[src/rtl/irq_hier_pkg.sv]
package irq_hier_pkg;
  // word addresses of the register port
  localparam int unsigned A_MASK = 0;
  localparam int unsigned A_EN   = 1;
  localparam int unsigned A_ID   = 2;
  localparam int unsigned A_DCTL = 3;
  localparam int unsigned A_MSTR = 4;
endpackage

[src/rtl/irq_leaf_status.sv]
module irq_leaf_status #(
  parameter int unsigned EVT_W = 8
) (
  input  logic             clk,
  input  logic             rst,
  input  logic [EVT_W-1:0] hit,
  input  logic [EVT_W-1:0] clr,
  output logic [EVT_W-1:0] vis,
  output logic [EVT_W-1:0] que
);
  for (genvar i = 0; i < EVT_W; i++) begin : g_cell
    logic v_after_clr, q_after_clr, v_nxt, q_nxt;
    always_comb begin
      // clear shifts the queued copy forward, then a new event is applied
      v_after_clr = clr[i] ? que[i] : vis[i];
      q_after_clr = clr[i] ? 1'b0   : que[i];
      v_nxt = v_after_clr;
      q_nxt = q_after_clr;
      if (hit[i]) begin
        if (v_after_clr) q_nxt = 1'b1;
        else             v_nxt = 1'b1;
      end
    end
    always_ff @(posedge clk) begin
      if (rst) begin
        vis[i] <= 1'b0;
        que[i] <= 1'b0;
      end else begin
        vis[i] <= v_nxt;
        que[i] <= q_nxt;
      end
    end
  end
endmodule

[src/rtl/irq_master_capture.sv]
module irq_master_capture (
  input  logic clk,
  input  logic rst,
  input  logic lvl,
  input  logic clr,
  output logic rise,
  output logic mstr_bit,
  output logic irq_out
);
  logic lvl_prev;
  logic mstr_nxt;

  assign rise     = lvl & ~lvl_prev;
  assign mstr_nxt = rise | (mstr_bit & ~clr);

  always_ff @(posedge clk) begin
    if (rst) begin
      lvl_prev <= 1'b0;
      mstr_bit <= 1'b0;
      irq_out  <= 1'b0;
    end else begin
      lvl_prev <= lvl;
      mstr_bit <= mstr_nxt;
      irq_out  <= mstr_nxt;
    end
  end
endmodule

[src/rtl/irq_read_mux.sv]
module irq_read_mux #(
  parameter int unsigned DATA_W   = 32,
  parameter int unsigned ADDR_W   = 4,
  parameter int unsigned EVT_W    = 8,
  parameter int unsigned PEND_BIT = 16,
  parameter int unsigned DEN_BIT  = 31,
  parameter int unsigned MDSP_BIT = 16
) (
  input  logic              clk,
  input  logic              rst,
  input  logic              rd,
  input  logic [ADDR_W-1:0] addr,
  input  logic [DATA_W-1:0] mask_q,
  input  logic [DATA_W-1:0] en_q,
  input  logic [EVT_W-1:0]  vis,
  input  logic              pend,
  input  logic              den,
  input  logic              mstr_bit,
  output logic [DATA_W-1:0] rdata
);
  import irq_hier_pkg::*;
  logic [DATA_W-1:0] rd_nxt;

  always_comb begin
    rd_nxt = '0;
    if      (addr == ADDR_W'(A_MASK)) rd_nxt = mask_q;
    else if (addr == ADDR_W'(A_EN))   rd_nxt = en_q;
    else if (addr == ADDR_W'(A_ID))   rd_nxt[EVT_W-1:0] = vis;
    else if (addr == ADDR_W'(A_DCTL)) begin
      rd_nxt[PEND_BIT] = pend;
      rd_nxt[DEN_BIT]  = den;
    end
    else if (addr == ADDR_W'(A_MSTR)) rd_nxt[MDSP_BIT] = mstr_bit;
  end

  always_ff @(posedge clk) begin
    if (rst)     rdata <= '0;
    else if (rd) rdata <= rd_nxt;
  end
endmodule

[src/rtl/irq_hier_ctrl.sv]
module irq_hier_ctrl #(
  parameter int unsigned DATA_W   = 32,
  parameter int unsigned ADDR_W   = 4,
  parameter int unsigned EVT_W    = 8,
  parameter int unsigned PEND_BIT = 16,
  parameter int unsigned DEN_BIT  = 31,
  parameter int unsigned MDSP_BIT = 16
) (
  input  logic              clk,
  input  logic              rst,
  input  logic              reg_wr,
  input  logic              reg_rd,
  input  logic [ADDR_W-1:0] reg_addr,
  input  logic [DATA_W-1:0] reg_wdata,
  output logic [DATA_W-1:0] reg_rdata,
  input  logic [EVT_W-1:0]  evt_in,
  output logic              irq_out
);
  import irq_hier_pkg::*;

  logic [DATA_W-1:0] mask_q, en_q;
  logic              den_q;
  logic [EVT_W-1:0]  leaf_vis, leaf_que, evt_hit, id_clr;
  logic              disp_pend, disp_lvl, mstr_clr, mstr_rise, mstr_bit;
  logic              sel_mask, sel_en, sel_id, sel_dctl, sel_mstr;

  assign sel_mask = reg_wr && (reg_addr == ADDR_W'(A_MASK));
  assign sel_en   = reg_wr && (reg_addr == ADDR_W'(A_EN));
  assign sel_id   = reg_wr && (reg_addr == ADDR_W'(A_ID));
  assign sel_dctl = reg_wr && (reg_addr == ADDR_W'(A_DCTL));
  assign sel_mstr = reg_wr && (reg_addr == ADDR_W'(A_MSTR));

  always_ff @(posedge clk) begin
    if (rst) begin
      mask_q <= '1;
      en_q   <= '0;
      den_q  <= 1'b0;
    end else begin
      if (sel_mask) mask_q <= reg_wdata;
      if (sel_en)   en_q   <= reg_wdata;
      if (sel_dctl) den_q  <= reg_wdata[DEN_BIT];
    end
  end

  assign evt_hit   = evt_in & ~mask_q[EVT_W-1:0] & en_q[EVT_W-1:0];
  assign id_clr    = sel_id ? reg_wdata[EVT_W-1:0] : '0;
  assign disp_pend = |leaf_vis;
  assign disp_lvl  = disp_pend & den_q;
  assign mstr_clr  = sel_mstr & reg_wdata[MDSP_BIT];

  irq_leaf_status #(.EVT_W(EVT_W)) u_leaf (
    .clk(clk), .rst(rst), .hit(evt_hit), .clr(id_clr),
    .vis(leaf_vis), .que(leaf_que)
  );

  irq_master_capture u_mstr (
    .clk(clk), .rst(rst), .lvl(disp_lvl), .clr(mstr_clr),
    .rise(mstr_rise), .mstr_bit(mstr_bit), .irq_out(irq_out)
  );

  irq_read_mux #(
    .DATA_W(DATA_W), .ADDR_W(ADDR_W), .EVT_W(EVT_W),
    .PEND_BIT(PEND_BIT), .DEN_BIT(DEN_BIT), .MDSP_BIT(MDSP_BIT)
  ) u_rd (
    .clk(clk), .rst(rst), .rd(reg_rd), .addr(reg_addr),
    .mask_q(mask_q), .en_q(en_q), .vis(leaf_vis), .pend(disp_pend),
    .den(den_q), .mstr_bit(mstr_bit), .rdata(reg_rdata)
  );
endmodule

[config.mk]
export PLATFORM = sky130hd
export DESIGN_NAME = irq_hier_ctrl
export DESIGN_NICKNAME = d
export VERILOG_FILES = /design/src/rtl/irq_hier_pkg.sv /design/src/rtl/irq_leaf_status.sv /design/src/rtl/irq_master_capture.sv /design/src/rtl/irq_read_mux.sv /design/src/rtl/irq_hier_ctrl.sv
export SDC_FILE = /design/constraint.sdc
export NUM_CORES = 1
export LEC_CHECK = 0
export ABC_AREA = 1
export BUFFER_PORTS_ARGS = -buffer_cell sky130_fd_sc_hd__buf_4
export CORE_MARGIN = 1
export CORE_UTILIZATION = 38
export CTS_CLUSTER_DIAMETER = 80
export DETAILED_ROUTE_END_ITERATION = 16
export PLACE_DENSITY = 0.69
export SYNTH_ARGS = -nofsm -noshare
export SYNTH_HDL_FRONTEND = slang
export SYNTH_SLANG_ARGS = --single-unit
[constraint.sdc]
create_clock -name clk -period 2.85 [get_ports clk]
set_input_delay 0.285 -clock clk [delete_from_list [all_inputs] [get_ports clk]]
set_output_delay 0.285 -clock clk [all_outputs]
set_load 0.005 [all_outputs]
Yosys cells after proc, flatten, opt, wreduce, memory -nomap -nowiden
Cells that the tools add are included.
{"block": "op_classes", "n_bitwise": 10, "eq_ne": 4, "n_mux": 53, "n_reduce_logical": 7}
{"op": "two-way mux 1 bit", "count": 47}
{"op": "two-way mux 32 bit", "count": 1}
{"op": "two-way mux 8 bit", "count": 4}
{"op": "AND 8 bit", "count": 2}
{"op": "two-way mux 14 bit", "count": 1}
{"op": "== test 4 x 2 -> 1 bit, second input constant", "count": 2}
{"op": "inverter 8 bit", "count": 1}
{"op": "OR reduction 8 bit", "count": 1}
{"op": "logical AND 1 bit", "count": 5}
{"op": "AND 1 bit", "count": 4}
{"op": "== test 4 x 1 -> 1 bit, second input constant", "count": 1}
{"op": "== test 4 x 3 -> 1 bit, second input constant", "count": 1}
{"op": "zero test 4 bit", "count": 1}
{"op": "inverter 1 bit", "count": 2}
{"op": "bitwise OR 1 bit", "count": 1}
{"block": "word_totals", "input_bits": 48, "register_bits": 115, "out_inout_bits": 33}

Depth between registers and ports, before layout
{"block": "logic_depth", "depth_word": 6, "ltp_mapped": 9, "depth_no_buf": 9}

Hierarchy
From an unflattened synthesis, not the netlist that was laid out.
{"block": "unflattened", "cells_unflattened": 900, "area_unflattened_um2": 5731.7}
{"module": "irq_hier_ctrl", "n_inst": 1, "area_per_inst_um2": 3079.2, "seq_area_each_um2": 1301.2, "cells_each": 468}
{"module": "irq_read_mux", "n_inst": 1, "area_per_inst_um2": 1766.7, "seq_area_each_um2": 640.6, "cells_each": 299}
{"module": "irq_leaf_status", "n_inst": 1, "area_per_inst_um2": 803.3, "seq_area_each_um2": 320.3, "cells_each": 122}
{"module": "irq_master_capture", "n_inst": 1, "area_per_inst_um2": 82.6, "seq_area_each_um2": 40.0, "cells_each": 11}

Worst setup path after synthesis
Ideal clock, no wire load.
{"block": "synth_path", "path_kind": "input -> register", "start": "in reg_addr[1]", "end": "reg u_leaf.vis[6]", "path_slack_ns": 1.654, "required_time_ns": 2.735, "cell_stages": 8, "arrival_ns": 1.081, "cell_sequence": "inv_1 -> nor2_4 -> buf_2 -> nand4_1 -> nand2_1 -> nand2_1 -> o21ai_0 -> inv_1"}
{"block": "synth_via", "elab_chain_len": 5}
{"element": "start, declared", "line_no": "irq_hier_ctrl.sv:13", "rtl": "input logic [ADDR_W-1:0] reg_addr,"}
{"element": "== test 4 x 2 -> 1 bit", "line_no": "irq_hier_ctrl.sv:29", "rtl": "assign sel_id = reg_wr && (reg_addr == ADDR_W'(A_ID));"}
{"element": "logical AND 1 bit", "line_no": "irq_hier_ctrl.sv:29"}
{"element": "two-way mux 8 bit", "line_no": "irq_hier_ctrl.sv:46", "rtl": "assign id_clr = sel_id ? reg_wdata[EVT_W-1:0] : '0;"}
{"element": "two-way mux 1 bit", "line_no": "irq_leaf_status.sv:15", "rtl": "v_after_clr = clr[i] ? que[i] : vis[i];"}
{"element": "two-way mux 1 bit", "line_no": "irq_leaf_status.sv:19", "rtl": "if (hit[i]) begin"}
{"element": "end signal, assigned by index", "line_no": "irq_leaf_status.sv:29", "rtl": "vis[i] <= v_nxt;"}
{"element": "end, declared", "line_no": "irq_leaf_status.sv:8", "rtl": "output logic [EVT_W-1:0] vis,"}
No other way between the ends.
A chain may end at the register's enable or synchronous reset.

Worst setup path in the final report
{"block": "layout_path", "start": "in reg_addr[3]", "end": "reg en_q[8]"}
{"block": "layout_via", "elab_chain_len": 2}
{"element": "== test 4 x 1 -> 1 bit", "line_no": "irq_hier_ctrl.sv:28", "rtl": "assign sel_en = reg_wr && (reg_addr == ADDR_W'(A_EN));"}
{"element": "logical AND 1 bit", "line_no": "irq_hier_ctrl.sv:28"}
{"element": "end signal, assigned", "line_no": "irq_hier_ctrl.sv:40", "rtl": "if (sel_en) en_q <= reg_wdata;"}
{"element": "end, declared", "line_no": "irq_hier_ctrl.sv:21", "rtl": "logic [DATA_W-1:0] mask_q, en_q;"}
No other way between the ends.

==> impl_metrics.env <==
export IMPL_outcome="completed"
export IMPL_drt_first_pass_iters=4
export IMPL_antenna_found_initial=0
export IMPL_diodes=0
export IMPL_worstSkewPairLatency_ns=0.40
export IMPL_synth_area_mm2=0.004760
export IMPL_synth_edf_count=0
export IMPL_grt_first_pass_wirelength_um=20110
export IMPL_grt_max_degree=65
export IMPL_die_x_um=113.9
export IMPL_cp_depth=7
export IMPL_ys_top_cells_by_area="dfxtp_1 48%, nand2_1 12%, nand3_1 8.1%"
export IMPL_slew_headroom_pct=43.78
export IMPL_setup_tns_ns=0
export IMPL_tightest_slew_ns=0.8403
export IMPL_timing_critical_path_to="en_q[8]"
export IMPL_die_h_um=113.9
export IMPL_hold_path_class="in -> reg"
export IMPL_fin_crit_ns=1.730
export IMPL_fin_crit_sh_pct=60.70
export IMPL_port_buffer_count=80
export IMPL_drc_errors=0
export IMPL_crit_family="simple AND/OR/NAND/NOR gates"
export IMPL_grt_usage_pct=19.82
export IMPL_crit_fanout=45
export IMPL_io_pin_count=81
export IMPL_hp_start="reg_wdata[21]"
export IMPL_yosysWarnings=0
export IMPL_place_gp_congestion=0.7744
export IMPL_path_clk_slew_ns=0.05
export IMPL_worst_clock_skew_ns=0.006691
export IMPL_critical_path_class="in -> reg"
export IMPL_cts_made_buffers=17
export IMPL_max_freq_ghz=0.5780
export IMPL_cts_tree="built"
export IMPL_route_vias_total=4425
export IMPL_finalPower_mw=3.952
export IMPL_initial_core_util_pct=39.30
export IMPL_yosysMostFrequentCell="nand2_1"
export IMPL_power_density_mw_per_mm2=664.2
export IMPL_slew_viol_final=0
export IMPL_cts_resized=0
export IMPL_num_rows=40
export IMPL_crit_chain="buf_4 > nor2_8 > nand3_4 > inv_2 > nand2_2 > o21ai_0 > a21oi_1"
export IMPL_critPathCaptureType="register"
export IMPL_wl_per_cell_um=14.20
export IMPL_fp_dieArea_mm2=0.01298
export IMPL_routed_wl_um=12340
export IMPL_yosysSeqAreaShare_pct=48.37
export IMPL_detail_route_antenna_nets=0
export IMPL_post_cts_buffers=0
export IMPL_grt_ovfl_total=0
export IMPL_required_ns=3.11
export IMPL_worst_r2r_path_depth=8
export IMPL_cp_start_kind="input port"
export IMPL_cap_violations=0
export IMPL_core_mm2=0.01211
export IMPL_slowest_stage="nand2_2"
export IMPL_ctsHoldBuffers=0
export IMPL_cts_root_buffer="clkbuf_16"
export IMPL_htree_levels=4
export IMPL_arrival_ns=1.99
export IMPL_vias_per_cell=5.092
export IMPL_crit_buf_inv=2
export IMPL_synth_top_area_share_pct=48.37
export IMPL_yosysTopAreaCell="dfxtp_1"
export IMPL_syn_inst=631
export IMPL_r2r_slack_ns=1.68
export IMPL_area_growth_syn_to_layout_pct=25.03
export IMPL_drtIter0Drc=367
export IMPL_hold_viol_final=0
export IMPL_finalSetupViolations=0
export IMPL_ys_ff_latch=115
export IMPL_synthFlopType="dfxtp_1"
export IMPL_power_leakage_nw=2.700
export IMPL_synth_cell_types=23
export IMPL_clock_sinks=115
export IMPL_synthTopCellsByCount="158 x nand2_1, 115 x dfxtp_1, 77 x nand3_1, 69 x inv_1, 51 x a21oi_1"
export IMPL_rsz0062_at_grt="no"
export IMPL_peakVddDrop_mv=0.3927
export IMPL_clk_path_buf_depth=2
export IMPL_timing_rr_end="u_rd.rdata[16]"
export IMPL_max_stage_delay_ns=0.48
export IMPL_grt_pass1_vias=4189
export IMPL_dp_hpwl_um=7804
export IMPL_async_flop_share_pct=0
export IMPL_syn_nets=679
export IMPL_final_net_count=739
export IMPL_reg2reg_from="u_leaf.vis[7]"
export IMPL_cp_startpoint="reg_addr[3]"
export IMPL_drive_gt1_share_pct=17.55
export IMPL_syn_avg_cell_area_um2=7.543
## stage by stage
step | area [um2] | setup WS [ns] | hold WS [ns] | util, % | cells
floorplan | 4760 | 1.654 | 0.4113 | - | 631
global placement | 5396 | 0.7488 | 0.4363 | 44.56 | 840
detailed placement | 5396 | 0.7031 | 0.4389 | 44.56 | 840
CTS | 5951 | 1.120 | 0.09186 | 49.13 | 869
global route | 5951 | 0.9155 | 0.1068 | 49.13 | 869
finish | 5951 | 1.120 | 0.1044 | 49.13 | 869
## cells by family after synthesis
| group | count (synthesis) | synth area share [%] |
|---|---|---|
| DFF | 115 | 48.37 |
| AOI/OAI and AO/OA | 136 | 16.69 |
| and+or+nand+nor | 266 | 24.87 |
| buffers and inverters | 114 | 10.07 |
## placed cells by master (no fill, tap or decap), drive strengths merged
| cell type | synthesis | layout |
|---|---|---|
| clkinvlp | 0 | 4 |
| nand3b | 2 | 2 |
| o211ai | 34 | 34 |
| o22ai | 2 | 2 |
| o21ai | 42 | 42 |
| nand4 | 9 | 9 |
| inv | 72 | 72 |
| clkinv | 0 | 5 |
| nand2 | 160 | 160 |
| a21oi | 51 | 51 |
| clkbuf | 22 | 18 |
| dfxtp | 115 | 115 |
| a41oi | 7 | 7 |
| nor2 | 16 | 16 |
| buf | 20 | 83 |
| bufinv | 0 | 2 |
| nor3 | 1 | 1 |
| nand3 | 78 | 78 |
## metal layers
| metal | track usage (%) | vias up | part of all wire (%) |
|---|---|---|---|
| met5 | 0 | - | 0 |
| met4 | 9.437 | 0 | 2.3 |
| met3 | 4.676 | 27 | 5.2 |
| met2 | 31.95 | 143 | 47 |
| met1 | 25.02 | 2048 | 45 |
| li1 | - | 2207 | - |
## worst min path at each step
stage | to | slack [ns] | cells after the start
finish | mask_q[21] | 0.10 | 3
global route | mask_q[21] | 0.11 | 3
floorplan | mask_q[10] | 0.41 | 2
detailed placement | u_mstr.mstr_bit | 0.44 | 3
CTS | mask_q[21] | 0.09 | 3
global placement | u_mstr.mstr_bit | 0.44 | 3
## sequential cells by signal, indices dropped and copies added (netlist names)
register / flops
u_mstr.lvl_prev: 1
u_leaf.que: 8
en_q: 32
mask_q: 32
den_q: 1
u_mstr.mstr_bit: 1
u_leaf.vis: 8
u_rd.rdata: 32
## layout make-up
class	count	area, um2
timing repair buffer	83	635.6
clock inverter	11	115.1
sequential	115	2302
multi-input combinational	402	1978
clock buffer	18	439.2
inverter	72	270.3
fill	1168	6161
tap	168	210.2
## where the power goes
part           internal [mW]  leakage, nW  switching [mW]
clock network           1.28        0.265           0.721
registers               1.65        0.936          0.0227
logic                  0.117         1.50           0.157
total                   3.05         2.70           0.901
## tightest hold or removal path, stage by stage
cell	delay, ns
buf_4	0.09
nand2_1	0.04
nand3_1	0.06
Note: power is estimated with default switching activity, not from simulation.
